===== config.mk =====
export PLATFORM = sky130hd
export DESIGN_NAME = bcd_addsub_alu
export DESIGN_NICKNAME = d
export VERILOG_FILES = /design/src/rtl/alu_pkg.sv /design/src/rtl/bcd_add_digit.sv /design/src/rtl/bcd_sub_digit.sv /design/src/rtl/bcd_chain.sv /design/src/rtl/alu_core.sv /design/src/rtl/bcd_addsub_alu.sv
export SDC_FILE = /design/constraint.sdc
export NUM_CORES = 1
export LEC_CHECK = 0
export BUFFER_PORTS_ARGS = -buffer_cell sky130_fd_sc_hd__buf_2
export CELL_PAD_IN_SITES_DETAIL_PLACEMENT = 1
export CELL_PAD_IN_SITES_GLOBAL_PLACEMENT = 2
export CORE_MARGIN = 2
export CORE_UTILIZATION = 41
export CTS_BUF_LIST = sky130_fd_sc_hd__clkbuf_8
export DETAILED_ROUTE_END_ITERATION = 10
export PLACE_DENSITY = 0.95
export SYNTH_ARGS = -nofsm -noshare
export SYNTH_HDL_FRONTEND = slang
export SYNTH_HIERARCHICAL = 1
export SYNTH_SLANG_ARGS = --single-unit

===== constraint.sdc =====
create_clock -name clk_i -period 1.62 [get_ports clk_i]
set_input_delay 0.405 -clock clk_i [delete_from_list [all_inputs] [get_ports clk_i]]
set_output_delay 0.405 -clock clk_i [all_outputs]
set_load 0.01 [all_outputs]

===== src/rtl/alu_pkg.sv =====
package alu_pkg;
  typedef enum logic [1:0] {
    OP_ADD = 2'd0,
    OP_SUB = 2'd1,
    OP_CMP = 2'd2,
    OP_ARR = 2'd3
  } alu_op_e;

  typedef struct packed {
    logic n;
    logic z;
    logic v;
    logic c;
  } alu_flags_t;
endpackage


===== src/rtl/bcd_add_digit.sv =====
module bcd_add_digit (
  input  logic [3:0] a_i,
  input  logic [3:0] b_i,
  input  logic       ci_i,
  output logic [3:0] s_o,
  output logic       raw_msb_o,
  output logic       co_o
);
  logic [4:0] raw;
  logic [5:0] adj;

  always_comb begin
    raw = {1'b0, a_i} + {1'b0, b_i} + {4'b0, ci_i};
    adj = (raw > 5'd9) ? ({1'b0, raw} + 6'd6) : {1'b0, raw};
  end

  assign s_o       = adj[3:0];
  assign co_o      = adj > 6'd15;
  assign raw_msb_o = raw[3];
endmodule


===== src/rtl/bcd_sub_digit.sv =====
module bcd_sub_digit (
  input  logic [3:0] a_i,
  input  logic [3:0] b_i,
  input  logic       bi_i,
  output logic [3:0] d_o,
  output logic       bo_o
);
  logic [4:0] diff;

  // bit 4 of the 5-bit difference marks a negative digit
  assign diff = {1'b0, a_i} - {1'b0, b_i} - {4'b0, bi_i};
  assign bo_o = diff[4];
  assign d_o  = diff[4] ? (diff[3:0] - 4'd6) : diff[3:0];
endmodule


===== src/rtl/bcd_chain.sv =====
module bcd_chain #(
  parameter int DATA_W = 8
) (
  input  logic [DATA_W-1:0] a_i,
  input  logic [DATA_W-1:0] m_i,
  input  logic              carry_i,
  output logic [DATA_W-1:0] sum_o,
  output logic              add_co_o,
  output logic              add_v_o,
  output logic [DATA_W-1:0] diff_o,
  output logic              sub_bo_o
);
  localparam int NIB_N = DATA_W / 4;

  logic [NIB_N:0] cy;
  logic [NIB_N:0] bw;
  logic           top_raw_msb;

  assign cy[0] = carry_i;
  assign bw[0] = ~carry_i;

  for (genvar i = 0; i < NIB_N; i++) begin : g_digit
    if (i == NIB_N - 1) begin : g_top
      bcd_add_digit u_add (
        .a_i       (a_i[4*i +: 4]),
        .b_i       (m_i[4*i +: 4]),
        .ci_i      (cy[i]),
        .s_o       (sum_o[4*i +: 4]),
        .raw_msb_o (top_raw_msb),
        .co_o      (cy[i+1])
      );
    end else begin : g_low
      logic msb_unused;
      bcd_add_digit u_add (
        .a_i       (a_i[4*i +: 4]),
        .b_i       (m_i[4*i +: 4]),
        .ci_i      (cy[i]),
        .s_o       (sum_o[4*i +: 4]),
        .raw_msb_o (msb_unused),
        .co_o      (cy[i+1])
      );
    end

    bcd_sub_digit u_sub (
      .a_i  (a_i[4*i +: 4]),
      .b_i  (m_i[4*i +: 4]),
      .bi_i (bw[i]),
      .d_o  (diff_o[4*i +: 4]),
      .bo_o (bw[i+1])
    );
  end

  assign add_co_o = cy[NIB_N];
  assign sub_bo_o = bw[NIB_N];
  // overflow judged on the top digit before its correction
  assign add_v_o  = ~(a_i[DATA_W-1] ^ m_i[DATA_W-1]) & (a_i[DATA_W-1] ^ top_raw_msb);
endmodule


===== src/rtl/alu_core.sv =====
module alu_core
  import alu_pkg::*;
#(
  parameter int DATA_W = 8
) (
  input  alu_op_e           op_i,
  input  logic [DATA_W-1:0] a_i,
  input  logic [DATA_W-1:0] m_i,
  input  logic              carry_i,
  input  logic              decimal_i,
  input  logic              overflow_i,
  output logic [DATA_W-1:0] result_o,
  output alu_flags_t        flags_o
);
  localparam int MSB = DATA_W - 1;

  logic [DATA_W:0]   sum_w;
  logic [DATA_W:0]   diff_w;
  logic [DATA_W:0]   cmp_w;
  logic [DATA_W-1:0] rot_w;
  logic [DATA_W-1:0] bcd_sum;
  logic [DATA_W-1:0] bcd_diff;
  logic              bcd_co;
  logic              bcd_v;
  logic              bcd_bo;

  assign sum_w  = {1'b0, a_i} + {1'b0, m_i} + {{DATA_W{1'b0}}, carry_i};
  assign diff_w = {1'b0, a_i} - {1'b0, m_i} - {{DATA_W{1'b0}}, ~carry_i};
  assign cmp_w  = {1'b0, a_i} - {1'b0, m_i};
  assign rot_w  = {carry_i, a_i[MSB:1] & m_i[MSB:1]};

  bcd_chain #(.DATA_W(DATA_W)) u_bcd (
    .a_i      (a_i),
    .m_i      (m_i),
    .carry_i  (carry_i),
    .sum_o    (bcd_sum),
    .add_co_o (bcd_co),
    .add_v_o  (bcd_v),
    .diff_o   (bcd_diff),
    .sub_bo_o (bcd_bo)
  );

  always_comb begin
    result_o = a_i;
    flags_o  = '0;
    unique case (op_i)
      OP_ADD: begin
        result_o  = decimal_i ? bcd_sum : sum_w[MSB:0];
        flags_o.n = sum_w[MSB];
        flags_o.z = (sum_w[MSB:0] == '0);
        flags_o.v = decimal_i ? bcd_v
                              : (~(a_i[MSB] ^ m_i[MSB]) & (a_i[MSB] ^ sum_w[MSB]));
        flags_o.c = decimal_i ? bcd_co : sum_w[DATA_W];
      end
      OP_SUB: begin
        result_o  = decimal_i ? bcd_diff : diff_w[MSB:0];
        flags_o.n = diff_w[MSB];
        flags_o.z = (diff_w[MSB:0] == '0);
        flags_o.v = (a_i[MSB] ^ m_i[MSB]) & (a_i[MSB] ^ diff_w[MSB]);
        // digit-chain borrow out equals the binary borrow
        flags_o.c = ~(decimal_i ? bcd_bo : diff_w[DATA_W]);
      end
      OP_CMP: begin
        result_o  = a_i;
        flags_o.n = cmp_w[MSB];
        flags_o.z = (cmp_w[MSB:0] == '0);
        flags_o.v = overflow_i;
        flags_o.c = ~cmp_w[DATA_W];
      end
      OP_ARR: begin
        result_o  = rot_w;
        flags_o.n = rot_w[MSB];
        flags_o.z = (rot_w == '0);
        flags_o.v = rot_w[MSB-1] ^ rot_w[MSB-2];
        flags_o.c = rot_w[MSB-1];
      end
      default: ;
    endcase
  end
endmodule


===== src/rtl/bcd_addsub_alu.sv =====
module bcd_addsub_alu
  import alu_pkg::*;
#(
  parameter int DATA_W = 8
) (
  input  logic              clk_i,
  input  logic              rst_ni,
  input  logic              valid_i,
  input  logic [1:0]        op_i,
  input  logic [DATA_W-1:0] a_i,
  input  logic [DATA_W-1:0] m_i,
  input  logic              carry_i,
  input  logic              decimal_i,
  input  logic              overflow_i,
  output logic [DATA_W-1:0] result_o,
  output logic              n_o,
  output logic              z_o,
  output logic              v_o,
  output logic              c_o,
  output logic              valid_o
);
  logic [DATA_W-1:0] res_d;
  alu_flags_t        flg_d;
  alu_flags_t        flg_q;

  alu_core #(.DATA_W(DATA_W)) u_core (
    .op_i       (alu_op_e'(op_i)),
    .a_i        (a_i),
    .m_i        (m_i),
    .carry_i    (carry_i),
    .decimal_i  (decimal_i),
    .overflow_i (overflow_i),
    .result_o   (res_d),
    .flags_o    (flg_d)
  );

  always_ff @(posedge clk_i or negedge rst_ni) begin
    if (!rst_ni) begin
      result_o <= '0;
      flg_q    <= '0;
      valid_o  <= 1'b0;
    end else begin
      valid_o <= valid_i;
      if (valid_i) begin
        result_o <= res_d;
        flg_q    <= flg_d;
      end
    end
  end

  assign n_o = flg_q.n;
  assign z_o = flg_q.z;
  assign v_o = flg_q.v;
  assign c_o = flg_q.c;
endmodule


==> impl_metrics.ini, run 1 <==
[status]
status = complete, but fails checks
violations = setup timing

[sta]
hold_viol_final = 0
finClkSkew_ns = 0
setup_ws_ns = -3.95
fin_crit_ns = 5.57
fmax_mhz = 179
rsz0062_at_grt = yes
relSlewSlack_pct = 55.5
slew_violations = 0
min_period_over_period_pct = 344
whs_ns = 0.0526
setup_viol = 12
worstMarginPinSlew_ns = 0.661

[synth]
synth_cell_types = 67
syn_inst = 369
synthArstFlopShare_pct = 100
ys.warnings.count = 6
synthTopCellsByArea = ha_1, dfrtp_1, fa_1, mux2_4, inv_1
ys.flop_type = dfrtp_1
syn_nets = 443
synth-seq-cells = 13
synth_seq_area_share_pct = 10.2
synth_top_cell_by_area = ha_1
syn-cell-area_um2 = 3200
syn_avg_cell_area_um2 = 8.68
synth.top_cell.area_share_pct = 15.2
synth_edf_count = 0

[die]
die_area_um2 = 8530
core_um2 = 7650
num_rows = 32
dieWidth_um = 92.4
ioPinCount = 37
start_util_pct = 41.9
die_h_um = 92.4

[job]
cap_violations = 0

[finish]
final_cells = 630
design_area_um2 = 4850
mostFrequentLayoutCells = buf_4, buf_2, ha_1
nets = 603
antenna_cells = 0
layout_commonest_cell = buf_4
drive_gt1_share_pct = 52.8
final_core_util_pct = 63.4
synthToLayoutAreaGrowth_pct = 51.4

[setup_path]
arrival_ns = 5.72
cp-end-kind = register
worstSetupPathType = in2reg
critPathMaxFanout = 2
critPathLaunchType = input port
crit_required_ns = 1.77

[power_and_ir_drop]
p_int_w = 0.00209
leakagePower_nw = 2.34
p_per_area_nw_per_um2 = 801
p_clk_share_pct = 8.6
power.switching_w = 0.00179
p_comb_share_pct = 79.5
p_seq_share_pct = 11.9
total_power_w = 0.00388
switching_share_pct = 46.2
ir_worst_vdd_mv = 0.307

[detailed_routing]
post_drt_wl_per_cell_um = 25.9
ant_nets = 0
first_pass_iters = 7
num_vias = 3971
via_per_inst = 6.30
post-route-drc-count = 0
drtIter0Drc = 248
drt-total-wl_um = 16300

[clocking]
clk_latency_ns = 0.26
cts.reportedPaths.clkPinSlew_ns = 0.08
cts-root-buf = clkbuf_8
cts_sinks = 13
h-tree-depth = 1
numCtsBuffers = 3
cts_tree = done
clock_path_buffers = 2

[grt]
grt_pass1_vias = 4184
grt_max_degree = 14
antenna_found_initial = 0
grt.overflow.total = 0
grt_usage_pct = 33.6
grt_pass1_wl_um = 22100

[worst_hold_path]
hp-class = in2async

[placed_design]
post_dp_cell_area_um2 = 4570
port_buffers = 36
dp_hpwl_um = 11400
place_inst = 620
gp_congestion = 0.981
## metal layers
layer	vias up	global-route usage, %	wire, um
met5	-	0	0
met4	0	18.9	1350
met1	1951	36.1	5830
li1	1654	-	-
met2	249	64.4	8150
met3	117	2.28	1010
## power groups by stage
stage | clock, W | sequential, W | combinational [W]
after floorplan | 0 | 0.000471 | 0.00146
after global placement | 0 | 0.000448 | 0.00245
after detailed placement | 0 | 0.000460 | 0.00267
after CTS | 0.000313 | 0.000456 | 0.00281
after global routing | 0.000337 | 0.000463 | 0.00321
final | 0.000333 | 0.000461 | 0.00309
## worst max-delay path: stages
cell	delay, ns
buf_8	0.11
clkinv_4	0.04
inv_2	0.02
fa_1	0.49
inv_1	0.05
ha_2	0.17
or2_4	0.24
fa_2	0.35
nand2b_4	0.15
a211o_1	0.27
and2_4	0.18
inv_2	0.05
inv_2	0.03
fa_1	0.50
inv_1	0.06
ha_2	0.17
or2_4	0.23
fa_2	0.36
nand2b_4	0.16
a211o_1	0.32
and2_4	0.18
mux2_4	0.29
nor2_2	0.09
a31oi_1	0.06
mux4_2	0.46
mux2_4	0.27
## synthesized netlist by cell type, drive strengths merged (2+ instances only)
| cell | instances |
|---|---|
| nand4 | 2 |
| mux2i | 6 |
| a21oi | 23 |
| nor2b | 5 |
| o311ai | 2 |
| nor3 | 9 |
| o31ai | 5 |
| nand3 | 4 |
| o21a | 3 |
| inv | 40 |
| o22ai | 6 |
| or2 | 3 |
| and3b | 2 |
| a21boi | 2 |
| or4 | 3 |
| nand3b | 3 |
| clkbuf | 8 |
| and2 | 6 |
| o311a | 2 |
| nor4 | 2 |
| a21o | 4 |
| o21ai | 14 |
| a211o | 4 |
| dfrtp | 13 |
| ha | 39 |
| nor2 | 28 |
| or3 | 2 |
| xor2 | 9 |
| fa | 11 |
| mux2 | 21 |
| o221ai | 2 |
| o211ai | 3 |
| a31o | 2 |
| nand2 | 15 |
| a211oi | 6 |
| mux4 | 6 |
| nand2b | 11 |
| buf | 5 |
| o22a | 2 |
| a31oi | 5 |
| a311o | 2 |
| xnor2 | 17 |
## path summary, 6_finish.rpt
path,startpoint,endpoint,slack (ns),depth (start not counted)
worst max-delay path,carry_i,result_o[6]$_DFFE_PN0P_,-3.95,26
worst min-delay path,rst_ni,result_o[3]$_DFFE_PN0P_,0.05,1
worst max register to register,result_o[6]$_DFFE_PN0P_,result_o[6]$_DFFE_PN0P_,0.76,1
worst min register to register,n_o$_DFFE_PN0P_,n_o$_DFFE_PN0P_,0.53,1
max in group asynchronous,rst_ni,result_o[1]$_DFFE_PN0P_,1.29,1
min in group clk_i,valid_i,valid_o$_DFF_PN0_,0.52,1
## layout make-up
class                      instances  area (um2)
clock buffer                       3        41.3
clock inverter                     1        3.75
fill                             888        2800
inverter                          40         170
multi-input combinational        303        2980
sequential                        13         325
tap                              102         128
timing repair buffer             168        1200
## sequential cells by signal, indices dropped and copies added, names as in the netlist
| name | count |
|---|---|
| valid_o | 1 |
| v_o | 1 |
| result_o | 8 |
| c_o | 1 |
| z_o | 1 |
| n_o | 1 |
## logic make-up (layout without fill, tap and decap cells)
logic type	Yosys count	count (layout)	share of synthesized area (%)
simple gates	97	97	16.0
fa+ha+maj	50	50	22.1
mux	33	33	15.0
xor+xnor	26	26	7.35
compound gates	97	97	22.5
flops	13	13	10.2
buf+inv	53	212	6.84
## stage by stage
stage | setup TNS [ns] | setup WS [ns]
after floorplan | -27.97 | -3.96
final | -30.35 | -3.95
after global routing | -31.38 | -4.08
after detailed placement | -34.28 | -4.38
after CTS | -29.61 | -3.91
after global placement | -32.62 | -4.16
## timing repair
item	CTS	global route
buffers inserted	3	4
pin swaps	19	9
hold buffers	0	0
setup endpoints to repair	12	12
resized for setup	24	18
(Power assumes the default switching activity.)
==> run 2, diff against run 1 <==
Settings changed: PLACE_DENSITY 0.95 to not set, PLACE_DENSITY_LB_ADDON set to 0.1.
==> impl_metrics.ini, run 2 (synthesis results as in run 1) <==
[setup_path]
cp-end-kind = register
r2r_slack_ns = 0.83
cp_slowest_stage_delay_ns = 0.52
crit_required_ns = 1.75
critPathLaunchType = input port
crit_top_cell = inv_2
critPathMaxFanout = 2
arrival_ns = 5.74
worstSetupPathType = in2reg
cpMaxStageDelayCell = fa_1

[power_and_ir_drop]
p_per_area_nw_per_um2 = 734
ir_worst_vdd_mv = 0.263
leakagePower_nw = 2.34

[sta]
worstMarginPinSlew_ns = 0.450
finClkSkew_ns = 0
slew_violations = 0
min_period_over_period_pct = 346
relSlewSlack_pct = 69.7
rsz0062_at_grt = yes
setup_ws_ns = -3.99
setup_viol = 12
fin_crit_ns = 5.61
fmax_mhz = 178
hold_viol_final = 0

[placed_design]
port_buffers = 36
place_inst = 617
gp_congestion = 0.879
dp_hpwl_um = 10200
post_dp_cell_area_um2 = 4590

[status]
status = complete, but fails checks
violations = setup timing

[die]
die_area_um2 = 8530
dieWidth_um = 92.4
core_um2 = 7650
die_h_um = 92.4
start_util_pct = 41.9
ioPinCount = 37
num_rows = 32

[finish]
mostFrequentLayoutCells = buf_4, buf_2, ha_1
top_register = result_o
synthToLayoutAreaGrowth_pct = 51.3
seq_area_um2 = 325
final_cells = 629
design_area_um2 = 4840
multiInputGateArea_um2 = 2940
drive_gt1_share_pct = 50.7
layout_commonest_cell = buf_4
nFillCells = 905
nets = 602
largest_reg_flops = 8
antenna_cells = 0

[detailed_routing]
post-route-drc-count = 0
via_per_inst = 5.60
num_vias = 3525
drtIter0Drc = 155
post_drt_wl_per_cell_um = 20.6
first_pass_iters = 4
drt-total-wl_um = 12900
ant_nets = 0

[grt]
grt_pass1_wl_um = 19500
grt_pass1_vias = 3854
antenna_found_initial = 0
grt_max_degree = 14
grt_usage_pct = 28.6
grt.overflow.total = 0

[clocking]
cts_tree = done
cts-root-buf = clkbuf_8
cts.reportedPaths.clkPinSlew_ns = 0.06
cts_sinks = 13
numCtsBuffers = 3
clk_latency_ns = 0.24
clock_path_buffers = 2
h-tree-depth = 1

[worst_hold_path]
hp-class = in2async

[job]
cap_violations = 0
-- run 2: cell types whose count changed in the layout (fill, tap and decap cells not counted), moves of 2 or more --
cell and delta:
buf_6 +2, buf_12 +3, a21oi_1 +4, xor2_2 -2, xor2_1 +2, a21oi_2 -3
buf_4 -7
-- run 2: final timing paths --
| kind | startpoint | to | depth (start not counted) |
|---|---|---|---|
| worst max register to register | c_o$_DFFE_PN0P_ | c_o$_DFFE_PN0P_ | 1 |
| worst max-delay path | carry_i | result_o[6]$_DFFE_PN0P_ | 26 |
| worst min-delay path | rst_ni | v_o$_DFFE_PN0P_ | 1 |
| min in group clk_i | valid_i | valid_o$_DFF_PN0_ | 1 |
| worst min register to register | result_o[7]$_DFFE_PN0P_ | result_o[7]$_DFFE_PN0P_ | 1 |
| max in group asynchronous | rst_ni | result_o[2]$_DFFE_PN0P_ | 1 |
-- run 2: repair_timing --
action                     4_1_cts  5_1_grt
hold buffers                     0        0
hold endpoints to repair         0        0
buffers inserted                 4        4
gates cloned                     0        0
resized for setup               19       16
setup endpoints to repair       12       12
pin swaps                       19        8
-- run 2: worst max-delay path, delay by kind of cell --
| kind | cells | cell delay [ns] |
|---|---|---|
| adder cells (fa/ha/maj) | 6 | 2.08 |
| buffers and inverters | 7 | 0.35 |
| multiplexers | 3 | 1.02 |
| AO/OA/AOI/OAI | 3 | 0.60 |
| AND/OR/NAND/NOR | 7 | 1.25 |
-- run 2: layout make-up --
type	instances	share of cell area (%)
clock buffers	3	0.852
flip-flops and latches	13	6.71
well taps	102	2.63
repair buffers	167	25.5
clock inverters	1	0.0775
inverters	40	3.51
multi-input cells	303	60.7
-- run 2: through the flow --
step                      setup TNS, ns  hold slack [ns]  setup slack (ns)  util (%)  power (W)
after floorplan                  -27.97            0.109             -3.96         -    0.00193
after global placement           -32.60            0.298             -4.16      60.0    0.00287
after detailed placement         -33.80            0.311             -4.33      60.0    0.00301
after CTS                        -29.63           0.0470             -3.90      62.0    0.00342
after global routing             -31.85           0.0577             -4.09      63.4    0.00377
final                            -30.73           0.0405             -3.99      63.4    0.00355
-- run 2: power breakdown --
group	internal [W]	switching, W
Clock	0.000167	0.000118
Sequential	0.000396	0.0000421
Combinational	0.00147	0.00136
Total	0.00204	0.00152
-- run 2: metal layers --
layer  global-route usage [%]  vias to the layer above  wire, um
met4                     5.35                        0       343
met1                     38.5                     1761      5590
met2                     51.6                      100      6450
met3                    0.895                       17       544
met5                        0                        -         0
li1                         -                     1647         -
==> run 3, diff against run 2 <==
==> constraint.sdc (replaced) <==
create_clock -name clk_i -period 1.62 [get_ports clk_i]
set_input_delay 0.324 -clock clk_i [delete_from_list [all_inputs] [get_ports clk_i]]
set_output_delay 0.324 -clock clk_i [all_outputs]
set_load 0.01 [all_outputs]
==> impl_metrics.ini, run 3 (synthesis results as in run 1) <==
[status]
status = complete, but fails checks
violations = setup timing

[grt]
grt_busiest_layer = met2
grt.overflow.total = 0
met2_usage_pct = 51.6
grt_use_met1_pct = 38.5
antenna_found_initial = 0
grt_pass1_vias = 3855
grt_usage_pct = 28.6
grt_pass1_wl_um = 19500
grt_util_met3_pct = 0.895
grt_max_degree = 14

[die]
die_area_um2 = 8530
dieWidth_um = 92.4
die_h_um = 92.4
start_util_pct = 41.9
core_um2 = 7650
num_rows = 32
ioPinCount = 37

[detailed_routing]
first_pass_iters = 4
num_vias = 3576
drt-total-wl_um = 13000
post_drt_wl_per_cell_um = 20.6
post-route-drc-count = 0
ant_nets = 0
drtIter0Drc = 164
via_per_inst = 5.68

[sta]
fin_setup_tns_ns = -29.83
worstMarginPinSlew_ns = 0.510
setup_ws_ns = -3.91
whs_ns = 0.415
fmax_mhz = 181
finClkSkew_ns = 0
fin_crit_ns = 5.53
rsz0062_at_grt = yes
hold_viol_final = 0
setup_viol = 12
relSlewSlack_pct = 65.7
min_period_over_period_pct = 342
slew_violations = 0

[power_and_ir_drop]
switching_share_pct = 42.6
p_seq_share_pct = 12.3
p_comb_share_pct = 79.7
power.switching_w = 0.00152
p_per_area_nw_per_um2 = 732
leakagePower_nw = 2.34
ir_worst_vdd_mv = 0.263
p_int_w = 0.00204
p_clk_share_pct = 8.0

[finish]
drive_gt1_share_pct = 50.6
top_register = result_o
nFillCells = 901
final_cells = 630
multiInputGateArea_um2 = 2940
synthToLayoutAreaGrowth_pct = 51.6
antenna_cells = 0
nets = 603
largest_reg_flops = 8
seq_area_um2 = 325
mostFrequentLayoutCells = buf_4, buf_2, ha_1
layout_commonest_cell = buf_4

[setup_path]
cp-end-kind = register
r2r_slack_ns = 0.83
critPathMaxFanout = 2
crit_required_ns = 1.75
worstSetupPathType = in2reg
critPathLaunchType = input port
arrival_ns = 5.66

[placed_design]
dp_hpwl_um = 10200
place_inst = 617
dp_slack_ns = -4.25
port_buffers = 36
gp_congestion = 0.879

[worst_hold_path]
hp-class = in2reg

[clocking]
h-tree-depth = 1
cts_sinks = 13
clk_latency_ns = 0.24
cts-root-buf = clkbuf_8
cts_tree = done
clock_path_buffers = 2
numCtsBuffers = 3
cts.reportedPaths.clkPinSlew_ns = 0.06

[job]
cap_violations = 0
run 3: layout make-up:
| class | count | share of cell area [%] |
|---|---|---|
| Clock buffer | 3 | 0.851 |
| Clock inverter | 1 | 0.0773 |
| Sequential cell | 13 | 6.70 |
| Multi-Input combinational cell | 303 | 60.6 |
| Tap cell | 102 | 2.63 |
| Timing Repair Buffer | 168 | 25.7 |
| Inverter | 40 | 3.51 |
run 3: power by group through the flow:
| stage | Sequential, W | Combinational [W] | Clock (W) |
|---|---|---|---|
| 2_1_floorplan | 0.000471 | 0.00146 | 0 |
| 3_3_place_gp | 0.000441 | 0.00243 | 0 |
| 3_5_place_dp | 0.000446 | 0.00256 | 0 |
| 4_1_cts | 0.000441 | 0.00269 | 0.000294 |
| 5_1_grt | 0.000447 | 0.00302 | 0.000307 |
| 6_report | 0.000439 | 0.00283 | 0.000284 |
run 3: worst paths after layout:
kind                                         start                 endpoint  depth (start not counted)
setup / recovery                           carry_i  result_o[6]$_DFFE_PN0P_                         26
hold / removal                             valid_i        valid_o$_DFF_PN0_                          1
setup reg to reg                   c_o$_DFFE_PN0P_          c_o$_DFFE_PN0P_                          1
hold reg to reg            result_o[7]$_DFFE_PN0P_  result_o[7]$_DFFE_PN0P_                          1
max in group asynchronous                   rst_ni  result_o[2]$_DFFE_PN0P_                          2
min in group asynchronous                   rst_ni          v_o$_DFFE_PN0P_                          2
run 3: metal layers:
layer	wire [um]	up-vias
li1	-	1651
met1	5770	1822
met2	6490	86
met3	368	17
met4	340	0
met5	0	-
run 3: metrics by stage:
stage | utilization, % | cell area, um2 | total power [W]
global placement | 60.0 | 4590 | 0.00287
floorplan | - | 3390 | 0.00193
global route | 63.5 | 4850 | 0.00377
CTS | 62.1 | 4750 | 0.00342
finish | 63.5 | 4850 | 0.00356
detailed placement | 60.0 | 4590 | 0.00301
run 3: critical path, cell delays in order:
cell	delay [ns]
buf_8	0.10
clkinv_4	0.03
inv_2	0.03
fa_1	0.50
inv_1	0.06
ha_2	0.18
or2_4	0.25
fa_2	0.38
nand2b_4	0.17
a211o_1	0.28
and2_4	0.19
inv_2	0.05
inv_2	0.03
fa_1	0.52
inv_1	0.05
ha_2	0.16
or2_4	0.23
fa_2	0.35
nand2b_4	0.16
a211o_1	0.29
and2_4	0.18
mux2_4	0.30
nor2_2	0.08
a31oi_1	0.04
mux4_2	0.45
mux2_4	0.27
run 3: repair_timing:
item	in CTS	in global routing
hold buffers	1	0
endpoints found under the setup margin	12	12
pin swaps	19	8
gates resized for setup	19	16
hold endpoints to repair	13	0
cloned	0	0
buffers inserted	4	4
